### src/rtl/bitop_pkg.sv
package bitop_pkg;

    typedef enum logic [2:0] {
        OP_SET = 3'd0,
        OP_CLR = 3'd1,
        OP_INV = 3'd2,
        OP_TST = 3'd3,
        OP_LDC = 3'd4
    } bit_op_e;

    typedef enum logic [1:0] {
        LOC_REG = 2'd0,
        LOC_PTR = 2'd1,
        LOC_ABS = 2'd2
    } opnd_loc_e;

    typedef enum logic [3:0] {
        ST_IDLE,
        ST_REG_IDX,
        ST_REG_DONE,
        ST_MEM_IDX,
        ST_MEM_ADDR,
        ST_MEM_RD,
        ST_MEM_CAP,
        ST_MEM_MOD,
        ST_MEM_WR,
        ST_MEM_SETTLE,
        ST_MEM_EVAL,
        ST_MEM_FIN
    } fsm_st_e;

    function automatic logic op_modifies(bit_op_e op);
        return (op == OP_SET) || (op == OP_CLR) || (op == OP_INV);
    endfunction

endpackage

### src/rtl/bitop_idx_sel.sv
module bitop_idx_sel #(
    parameter int IDX_W = 3
) (
    input  logic             from_reg,
    input  logic [IDX_W-1:0] imm,
    input  logic [IDX_W-1:0] reg_low,
    output logic [IDX_W-1:0] bitno
);
    // Only the low bits of the register ever reach this point.
    always_comb begin
        bitno = from_reg ? reg_low : imm;
    end
endmodule

### src/rtl/bitop_alu.sv
module bitop_alu
    import bitop_pkg::*;
#(
    parameter int BYTE_W = 8,
    parameter int IDX_W  = $clog2(BYTE_W)
) (
    input  bit_op_e           op,
    input  logic [IDX_W-1:0]  bitno,
    input  logic [BYTE_W-1:0] din,
    output logic [BYTE_W-1:0] dout,
    output logic              sel_bit
);
    for (genvar i = 0; i < BYTE_W; i++) begin : g_lane
        logic hit;
        assign hit = (bitno == IDX_W'(i));
        always_comb begin
            dout[i] = din[i];
            if (hit) begin
                unique case (op)
                    OP_SET:  dout[i] = 1'b1;
                    OP_CLR:  dout[i] = 1'b0;
                    OP_INV:  dout[i] = ~din[i];
                    default: dout[i] = din[i];
                endcase
            end
        end
    end

    assign sel_bit = din[bitno];
endmodule

### src/rtl/bitop_fsm.sv
module bitop_fsm
    import bitop_pkg::*;
(
    input  logic    clk,
    input  logic    rst_n,
    input  logic    start,
    input  logic    start_mem,
    input  logic    modifies,
    output fsm_st_e state,
    output logic    busy,
    output logic    done
);
    fsm_st_e nxt;

    always_ff @(posedge clk or negedge rst_n) begin
        if (!rst_n) state <= ST_IDLE;
        else        state <= nxt;
    end

    always_comb begin
        nxt = state;
        unique case (state)
            ST_IDLE:       if (start) nxt = start_mem ? ST_MEM_IDX : ST_REG_IDX;
            ST_REG_IDX:    nxt = ST_REG_DONE;
            ST_REG_DONE:   nxt = ST_IDLE;
            ST_MEM_IDX:    nxt = ST_MEM_ADDR;
            ST_MEM_ADDR:   nxt = ST_MEM_RD;
            ST_MEM_RD:     nxt = ST_MEM_CAP;
            ST_MEM_CAP:    nxt = modifies ? ST_MEM_MOD : ST_MEM_EVAL;
            ST_MEM_MOD:    nxt = ST_MEM_WR;
            ST_MEM_WR:     nxt = ST_MEM_SETTLE;
            ST_MEM_SETTLE: nxt = ST_MEM_FIN;
            ST_MEM_EVAL:   nxt = ST_MEM_FIN;
            ST_MEM_FIN:    nxt = ST_IDLE;
            default:       nxt = ST_IDLE;
        endcase
    end

    assign busy = (state != ST_IDLE);
    assign done = (state == ST_REG_DONE) || (state == ST_MEM_FIN);
endmodule

### src/rtl/bitop_unit.sv
module bitop_unit
    import bitop_pkg::*;
#(
    parameter int RSEL_W = 4,
    parameter int ADDR_W = 16
) (
    input  logic              clk,
    input  logic              rst_n,
    input  logic              start,
    input  logic [2:0]        op_code,
    input  logic [1:0]        opnd_loc,
    input  logic              idx_from_reg,
    input  logic [2:0]        idx_imm,
    input  logic [RSEL_W-1:0] idx_reg_sel,
    input  logic [RSEL_W-1:0] opnd_reg_sel,
    input  logic [7:0]        abs_addr,
    output logic [RSEL_W-1:0] reg_raddr,
    input  logic [ADDR_W-1:0] reg_rdata,
    output logic              reg_we,
    output logic [RSEL_W-1:0] reg_waddr,
    output logic [7:0]        reg_wdata,
    output logic [ADDR_W-1:0] mem_addr,
    output logic              mem_re,
    output logic              mem_we,
    output logic [7:0]        mem_wdata,
    input  logic [7:0]        mem_rdata,
    output logic              flag_z,
    output logic              flag_z_we,
    output logic              flag_c,
    output logic              flag_c_we,
    output logic              done
);
    localparam int BYTE_W = 8;
    localparam int IDX_W  = $clog2(BYTE_W);
    localparam int ABS_W  = 8;
    localparam int HI_W   = ADDR_W - ABS_W;

    fsm_st_e           state;
    logic              busy;
    logic              accept;
    bit_op_e           op_q;
    opnd_loc_e         loc_q;
    logic              idx_from_reg_q;
    logic [IDX_W-1:0]  idx_imm_q;
    logic [RSEL_W-1:0] idx_reg_q;
    logic [RSEL_W-1:0] opnd_reg_q;
    logic [ABS_W-1:0]  abs_q;
    logic [IDX_W-1:0]  bitno_q;
    logic [IDX_W-1:0]  bitno_nxt;
    logic [ADDR_W-1:0] addr_q;
    logic [BYTE_W-1:0] byte_q;
    logic [BYTE_W-1:0] alu_in;
    logic [BYTE_W-1:0] alu_out;
    logic              sel_bit;

    assign accept = start && !busy;

    bitop_fsm u_fsm (
        .clk       (clk),
        .rst_n     (rst_n),
        .start     (start),
        .start_mem (opnd_loc != LOC_REG),
        .modifies  (op_modifies(op_q)),
        .state     (state),
        .busy      (busy),
        .done      (done)
    );

    bitop_idx_sel #(.IDX_W(IDX_W)) u_idx (
        .from_reg (idx_from_reg_q),
        .imm      (idx_imm_q),
        .reg_low  (reg_rdata[IDX_W-1:0]),
        .bitno    (bitno_nxt)
    );

    bitop_alu #(.BYTE_W(BYTE_W), .IDX_W(IDX_W)) u_alu (
        .op      (op_q),
        .bitno   (bitno_q),
        .din     (alu_in),
        .dout    (alu_out),
        .sel_bit (sel_bit)
    );

    // Request fields, captured only when a start is accepted.
    always_ff @(posedge clk or negedge rst_n) begin
        if (!rst_n) begin
            op_q           <= OP_SET;
            loc_q          <= LOC_REG;
            idx_from_reg_q <= 1'b0;
            idx_imm_q      <= '0;
            idx_reg_q      <= '0;
            opnd_reg_q     <= '0;
            abs_q          <= '0;
        end else if (accept) begin
            op_q           <= bit_op_e'(op_code);
            loc_q          <= opnd_loc_e'(opnd_loc);
            idx_from_reg_q <= idx_from_reg;
            idx_imm_q      <= idx_imm;
            idx_reg_q      <= idx_reg_sel;
            opnd_reg_q     <= opnd_reg_sel;
            abs_q          <= abs_addr;
        end
    end

    // Working registers: bit number, address and byte.
    always_ff @(posedge clk or negedge rst_n) begin
        if (!rst_n) begin
            bitno_q <= '0;
            addr_q  <= '0;
            byte_q  <= '0;
        end else begin
            unique case (state)
                ST_REG_IDX, ST_MEM_IDX: bitno_q <= bitno_nxt;
                ST_MEM_ADDR: begin
                    if (loc_q == LOC_PTR) addr_q <= reg_rdata;
                    else                  addr_q <= {{HI_W{1'b1}}, abs_q};
                end
                ST_MEM_CAP:  byte_q <= mem_rdata;
                ST_MEM_MOD:  byte_q <= alu_out;
                default: ;
            endcase
        end
    end

    assign alu_in    = (state == ST_REG_DONE) ? reg_rdata[BYTE_W-1:0] : byte_q;
    assign reg_waddr = opnd_reg_q;
    assign reg_wdata = alu_out;
    assign mem_addr  = addr_q;
    assign mem_wdata = byte_q;
    assign flag_z    = ~sel_bit;
    assign flag_c    = sel_bit;

    // Port strobes per state.
    always_comb begin
        reg_raddr = '0;
        reg_we    = 1'b0;
        mem_re    = 1'b0;
        mem_we    = 1'b0;
        flag_z_we = 1'b0;
        flag_c_we = 1'b0;
        unique case (state)
            ST_REG_IDX, ST_MEM_IDX: reg_raddr = idx_reg_q;
            ST_MEM_ADDR:            reg_raddr = opnd_reg_q;
            ST_REG_DONE: begin
                reg_raddr = opnd_reg_q;
                reg_we    = op_modifies(op_q);
                flag_z_we = (op_q == OP_TST);
                flag_c_we = (op_q == OP_LDC);
            end
            ST_MEM_RD: mem_re = 1'b1;
            ST_MEM_WR: mem_we = 1'b1;
            ST_MEM_FIN: begin
                flag_z_we = (op_q == OP_TST);
                flag_c_we = (op_q == OP_LDC);
            end
            default: ;
        endcase
    end
endmodule

### config.mk
export PLATFORM = sky130hd
export DESIGN_NAME = bitop_unit
export DESIGN_NICKNAME = d
export VERILOG_FILES = /design/src/rtl/bitop_pkg.sv /design/src/rtl/bitop_idx_sel.sv /design/src/rtl/bitop_alu.sv /design/src/rtl/bitop_fsm.sv /design/src/rtl/bitop_unit.sv
export SDC_FILE = /design/constraint.sdc
export NUM_CORES = 1
export LEC_CHECK = 0
export BUFFER_PORTS_ARGS = -buffer_cell sky130_fd_sc_hd__buf_2
export CAP_MARGIN = 5
export CORE_MARGIN = 1
export CORE_UTILIZATION = 45
export DETAILED_ROUTE_END_ITERATION = 7
export GPL_ROUTABILITY_DRIVEN = 0
export PLACE_DENSITY_LB_ADDON = 0.3
export SKIP_CTS_REPAIR_TIMING = 1
export SLEW_MARGIN = 20
export SYNTH_ARGS = -nofsm -noshare
export SYNTH_HDL_FRONTEND = slang
export SYNTH_SLANG_ARGS = --single-unit
### constraint.sdc
create_clock -name clk -period 2.6 [get_ports clk]
set_clock_uncertainty 0.05 [all_clocks]
set_input_delay 0.26 -clock clk [delete_from_list [all_inputs] [get_ports clk]]
set_output_delay 0.26 -clock clk [all_outputs]
set_load 0.02 [all_outputs]
==> results of run 1 <==
-- kinds of logic after synthesis --
logic type             after synthesis
AO/OA/AOI/OAI                       59
XOR/XNOR                             2
buffers and inverters               23
flip-flops                          56
multiplexers                        51
AND/OR/NAND/NOR                     97
-- per-stage QoR --
| stage | utilization | setup slack, ns | instance area (um^2) | std cells |
|---|---|---|---|---|
| after floorplan | - | 0.539 | 2960 | 288 |
| after global placement | 0.554 | 0.505 | 3520 | 451 |
| after detailed placement | 0.554 | 0.447 | 3520 | 451 |
| after CTS | 0.569 | 0.0922 | 3610 | 459 |
| after global routing | 0.570 | 0.00584 | 3620 | 459 |
| final | 0.570 | 0.162 | 3620 | 459 |
-- registers in the layout, indices dropped and copies added, names as in the netlist --
register / cells
bitno_q: 3
mem_addr: 16
op_q: 3
idx_from_reg_q: 1
idx_imm_q: 3
loc_q: 2
mem_wdata: 8
idx_reg_q: 4
u_fsm.state: 4
abs_q: 8
reg_waddr: 4
-- final cells by class --
class	count	share of cell area
multi-input cells	209	0.402
inverters	4	0.00415
well taps	77	0.0266
clock buffers	7	0.0238
flip-flops and latches	56	0.388
clock inverters	1	0.00207
repair buffers	105	0.154
-- per-layer routing --
layer / share of wire / vias up / routed length, um / GRT usage
met5: 0 / - / 0 / 0
met4: 0.0067 / 0 / 45 / 0.0517
met3: 0.052 / 4 / 351 / 0.0427
met2: 0.49 / 76 / 3340 / 0.335
met1: 0.45 / 1147 / 3030 / 0.269
li1: - / 1202 / - / -
-- worst paths after layout --
check                                     from              to  depth (start not counted)
worst min register to register        abs_q[7]        abs_q[7]                          1
max in group asynchronous                rst_n  u_fsm.state[3]                          2
worst min-delay path                     rst_n     mem_addr[9]                          1
worst max-delay path            u_fsm.state[3]          flag_z                          6
min in group clk                   abs_addr[4]        abs_q[4]                          2
worst max register to register  u_fsm.state[3]    mem_wdata[3]                          5
-- power breakdown --
group / total, mW / leakage, nW / switching (mW) / internal (mW)
Sequential: 1.68 / 0.640 / 0.377 / 1.30
Combinational: 2.91 / 1.03 / 1.63 / 1.28
Clock: 0.492 / 0.0445 / 0.274 / 0.217
-- critical path, delay by kind of cell (launching register included) --
family / cells / cell delay [ns]
compound gates: 2 / 0.37
buf+inv: 2 / 0.41
flops: 1 / 0.50
mux: 1 / 0.26
simple gates: 1 / 0.29
-- synth_stat cells, drive strengths merged --
cell / number
o22a: 1
xor2: 1
mux2i: 18
or3b: 1
a21oi: 24
clkbuf: 13
nor2b: 4
and2: 2
o31ai: 1
buf: 6
o22ai: 2
o221a: 1
nand2b: 12
nand4: 2
xnor2: 1
a22o: 4
a31o: 8
nand3b: 3
or2: 2
a211o: 1
nand2: 12
a221oi: 2
nand3: 7
or3: 1
o21ai: 9
o21a: 1
mux2: 33
nor2: 45
a211oi: 2
dfrtp: 56
nor4b: 3
o21bai: 1
o211ai: 1
o221ai: 1
nor3: 2
nor3b: 1
inv: 4
==> run summary, run 1 <==
total iterations of the first detailed-routing run = 4
f_max = 410 MHz
CTS root buf = clkbuf_8
clk slew on worst S/H paths = 0.10 ns
TritonCTS clock tree = done
cell mode on critical path = o22ai_1
Final min period = 2.44 ns
ant diodes = 0
average wire per standard cell = 14.7 um
yosys warns = 0
CTS buffer count = 5
Reg area = 0.00140 mm^2
worst-path fanout max = 14
Power, Total = 5.08 mW
number of global-route vias before repair = 2,347
Startpoint Class = flop
detailed-route via count = 2,429
initial antenna violation count = 0
ratio of cells with drive above 1 in the final layout = 0.411
Die Area = 0.00691 mm^2
DR vias/cell = 5.29
Die Wd = 83.1 um
slew margin rel. = 0.421
Mapped Cells = 288
Compound-Gate Fraction of Synth Area = 0.129
Worst Tran Pin Value = 0.868 ns
final net count = 433
DP Wirelength = 5090 um
Synth-to-Final Area Change = 22.2%
DR iter-0 viols = 130
clock tree buffer depth = 2
syn nets = 340
grt ovf = 0
largest family of logic cells by synthesized area = multiplexers
Final Hold Viols = 28
row count = 29
area leader, netlist = dfrtp_1
Fillers = 582
IO Port Bufs = 99
violated checks = hold timing
Final setup viols = 0
period utilisation layout = 0.938
synthesized area = 0.00296 mm^2
first-pass GRT wire length = 11,200 um
DRC viols = 0
CP Data Required Time = 2.29 ns
Pleak = 1.72 nW
TNS Setup = 0 ns
Synth Area in Adders = 0
CP endpoint kind = primary output
largest net degree at the start of global routing = 36
most frequent cells in the layout = buf_2 (99), dfrtp_1 (54), nor2_1 (45)
most common cell after layout, fill and taps aside = buf_2
register area share after synthesis = 0.473
share of the synthesized area in the top cell type = 0.473
max-cap viol count = 0
CP Class = reg -> out
synth top area cells = dfrtp_1 (47%), mux2_2 (11%), mux2i_1 (6.1%)
Power Dens Cells = 1400 mW/mm^2
antenna viol nets, final = 0
status = finished, violations left
GRT Total Usage = 0.202
post-synth cell types = 42
mux share of post-synthesis cell area = 0.191
Die H = 83.1 um
later-pin clock latency in the skew report = 0.30 ns
clk sink count = 56
xor/xnor cell area share of the yosys netlist = 0.00591
RSZ-0062 raised after global routing = no
Avg Synthesized Cell Area = 10.3 um^2
CP Cell Sequence = nor4b_4, buf_6, mux2i_1, o22ai_1, o22ai_1, buf_2
Final Hold Slack = -0.0212 ns
CP peak stage delay = 0.50 ns
IO Pins = 100
WL final = 6760 um
CTS HTree Levels = 2
R2R Setup Slk = 0.58 ns
#FFs+latches synth = 56
fraction of the mapped netlist area in simple logic gates = 0.163
worst hold-check path type = in -> async
Worst VDD drop = 0.663 mV
WP data arrival = 2.13 ns
Crit-path slowest cell = dfrtp_2
Final Slew Violations = 0
core area = 0.00635 mm^2
multi-input logic area = 0.00146 mm^2
Initial Util = 0.467
No activity file was read; power rests on OpenSTA's default activity.
==> inputs of run 2 (changes only) <==
PLACE_DENSITY = 0.73   (was unset)
PLACE_DENSITY_LB_ADDON = unset   (was 0.3)
==> run summary, run 2 (synthesis results as in run 1) <==
IO Pins = 100
min setup slack post-route = 0.158 ns
Final setup viols = 0
CTS root buf = clkbuf_8
average wire per standard cell = 14.7 um
largest net degree at the start of global routing = 34
Final Hold Viols = 0
WP data arrival = 2.13 ns
most frequent cells in the layout = buf_2 (99), dfrtp_1 (55), nor2_1 (45)
Startpoint Class = flop
Final Hold Slack = 0.131 ns
IO Port Bufs = 99
core area = 0.00635 mm^2
later-pin clock latency in the skew report = 0.30 ns
clk slew on worst S/H paths = 0.09 ns
WL final = 6740 um
CP Data Required Time = 2.29 ns
ratio of cells with drive above 1 in the final layout = 0.408
Die H = 83.1 um
slew margin rel. = 0.423
total iterations of the first detailed-routing run = 4
number of global-route vias before repair = 2,315
CP peak stage delay = 0.51 ns
antenna viol nets, final = 0
GRT Total Usage = 0.202
first-pass GRT wire length = 11,300 um
RSZ-0062 raised after global routing = no
number of flip-flops in the largest register = 16
Die Area = 0.00691 mm^2
DP Wirelength = 5110 um
Power Dens Cells = 1390 mW/mm^2
CP Class = reg -> out
most common cell after layout, fill and taps aside = buf_2
CP Cell Sequence = nor4b_4, buf_6, mux2i_1, o22ai_1, o22a_1, buf_2
Die Wd = 83.1 um
Worst Tran Pin Value = 0.866 ns
ant diodes = 0
final net count = 434
clk sink count = 56
CTS buffer count = 5
initial antenna violation count = 0
Final Slew Violations = 0
worst-path fanout max = 14
Synth-to-Final Area Change = 22.0%
DRC viols = 0
Initial Util = 0.467
TritonCTS clock tree = done
status = finished clean
critical path's top delay family = flip-flops
row count = 29
max-cap viol count = 0
Pleak = 1.72 nW
CTS HTree Levels = 2
DR iter-0 viols = 128
period utilisation layout = 0.939
Crit-path slowest cell = dfrtp_1
f_max = 409 MHz
detailed-route via count = 2,427
Worst VDD drop = 0.741 mV
CP endpoint kind = primary output
worst hold-check path type = in -> reg
DR vias/cell = 5.29
TNS Setup = 0 ns
Place WS = 0.437 ns
Final min period = 2.44 ns
clock tree buffer depth = 2
Buf/Inv on CP = 2
grt ovf = 0
[run 2: cell count changes in the layout (fill, tap and decap cells not counted), sizes merged]
| cell | before | now |
|---|---|---|
| clkbuf | 7 | 6 |
| clkinv | 0 | 1 |
| clkinvlp | 1 | 0 |
| dlygate4sd3 | 0 | 1 |
[run 2: path summary, 6_finish.rpt]
kind	cells after the start	slack, ns	endpoint	start
max	6	0.16	flag_c	u_fsm.state[3]
min	2	0.13	op_q[2]	op_code[2]
max reg2reg	5	0.55	mem_wdata[5]	u_fsm.state[3]
min reg2reg	1	0.46	loc_q[1]	loc_q[1]
max in group asynchronous	3	1.55	u_fsm.state[1]	rst_n
min in group asynchronous	2	0.27	mem_addr[12]	rst_n
[run 2: worst reg2reg max path, cell delays in order, from the launching register on]
cell     delay, ns
dfrtp_1       0.51
nor4b_4       0.30
buf_6         0.21
mux2i_1       0.26
mux2_2        0.38
a31o_2        0.23
[run 2: cell type report]
class                   count  area (um^2)
clock buffers               6         82.6
clock inverters             1         8.76
fillers                   584         2740
inverters                   4         15.0
multi-input cells         209         1460
flip-flops and latches     56         1400
well taps                  77         96.3
repair buffers            106          554
[run 2: power by group]
part | internal (mW) | switching (mW) | leakage, nW
logic | 1.26 | 1.61 | 1.03
registers | 1.30 | 0.390 | 0.642
clock network | 0.213 | 0.270 | 0.0473
[run 2: per-layer routing]
metal / vias to the layer above / routed length (um) / GRT usage
met1: 1153 / 3040 / 0.270
met2: 69 / 3310 / 0.338
met3: 4 / 352 / 0.0477
li1: 1201 / - / -
met4: 0 / 34 / 0.0376
met5: - / 0 / 0
[run 2: metrics by stage]
stage	area, um^2	power [mW]	util	std cells
final	3610	5.04	0.569	459
after global routing	3610	5.41	0.569	459
after CTS	3600	5.07	0.567	458
after detailed placement	3510	4.58	0.553	451
after global placement	3510	4.50	0.553	451
after floorplan	2960	3.81	-	288
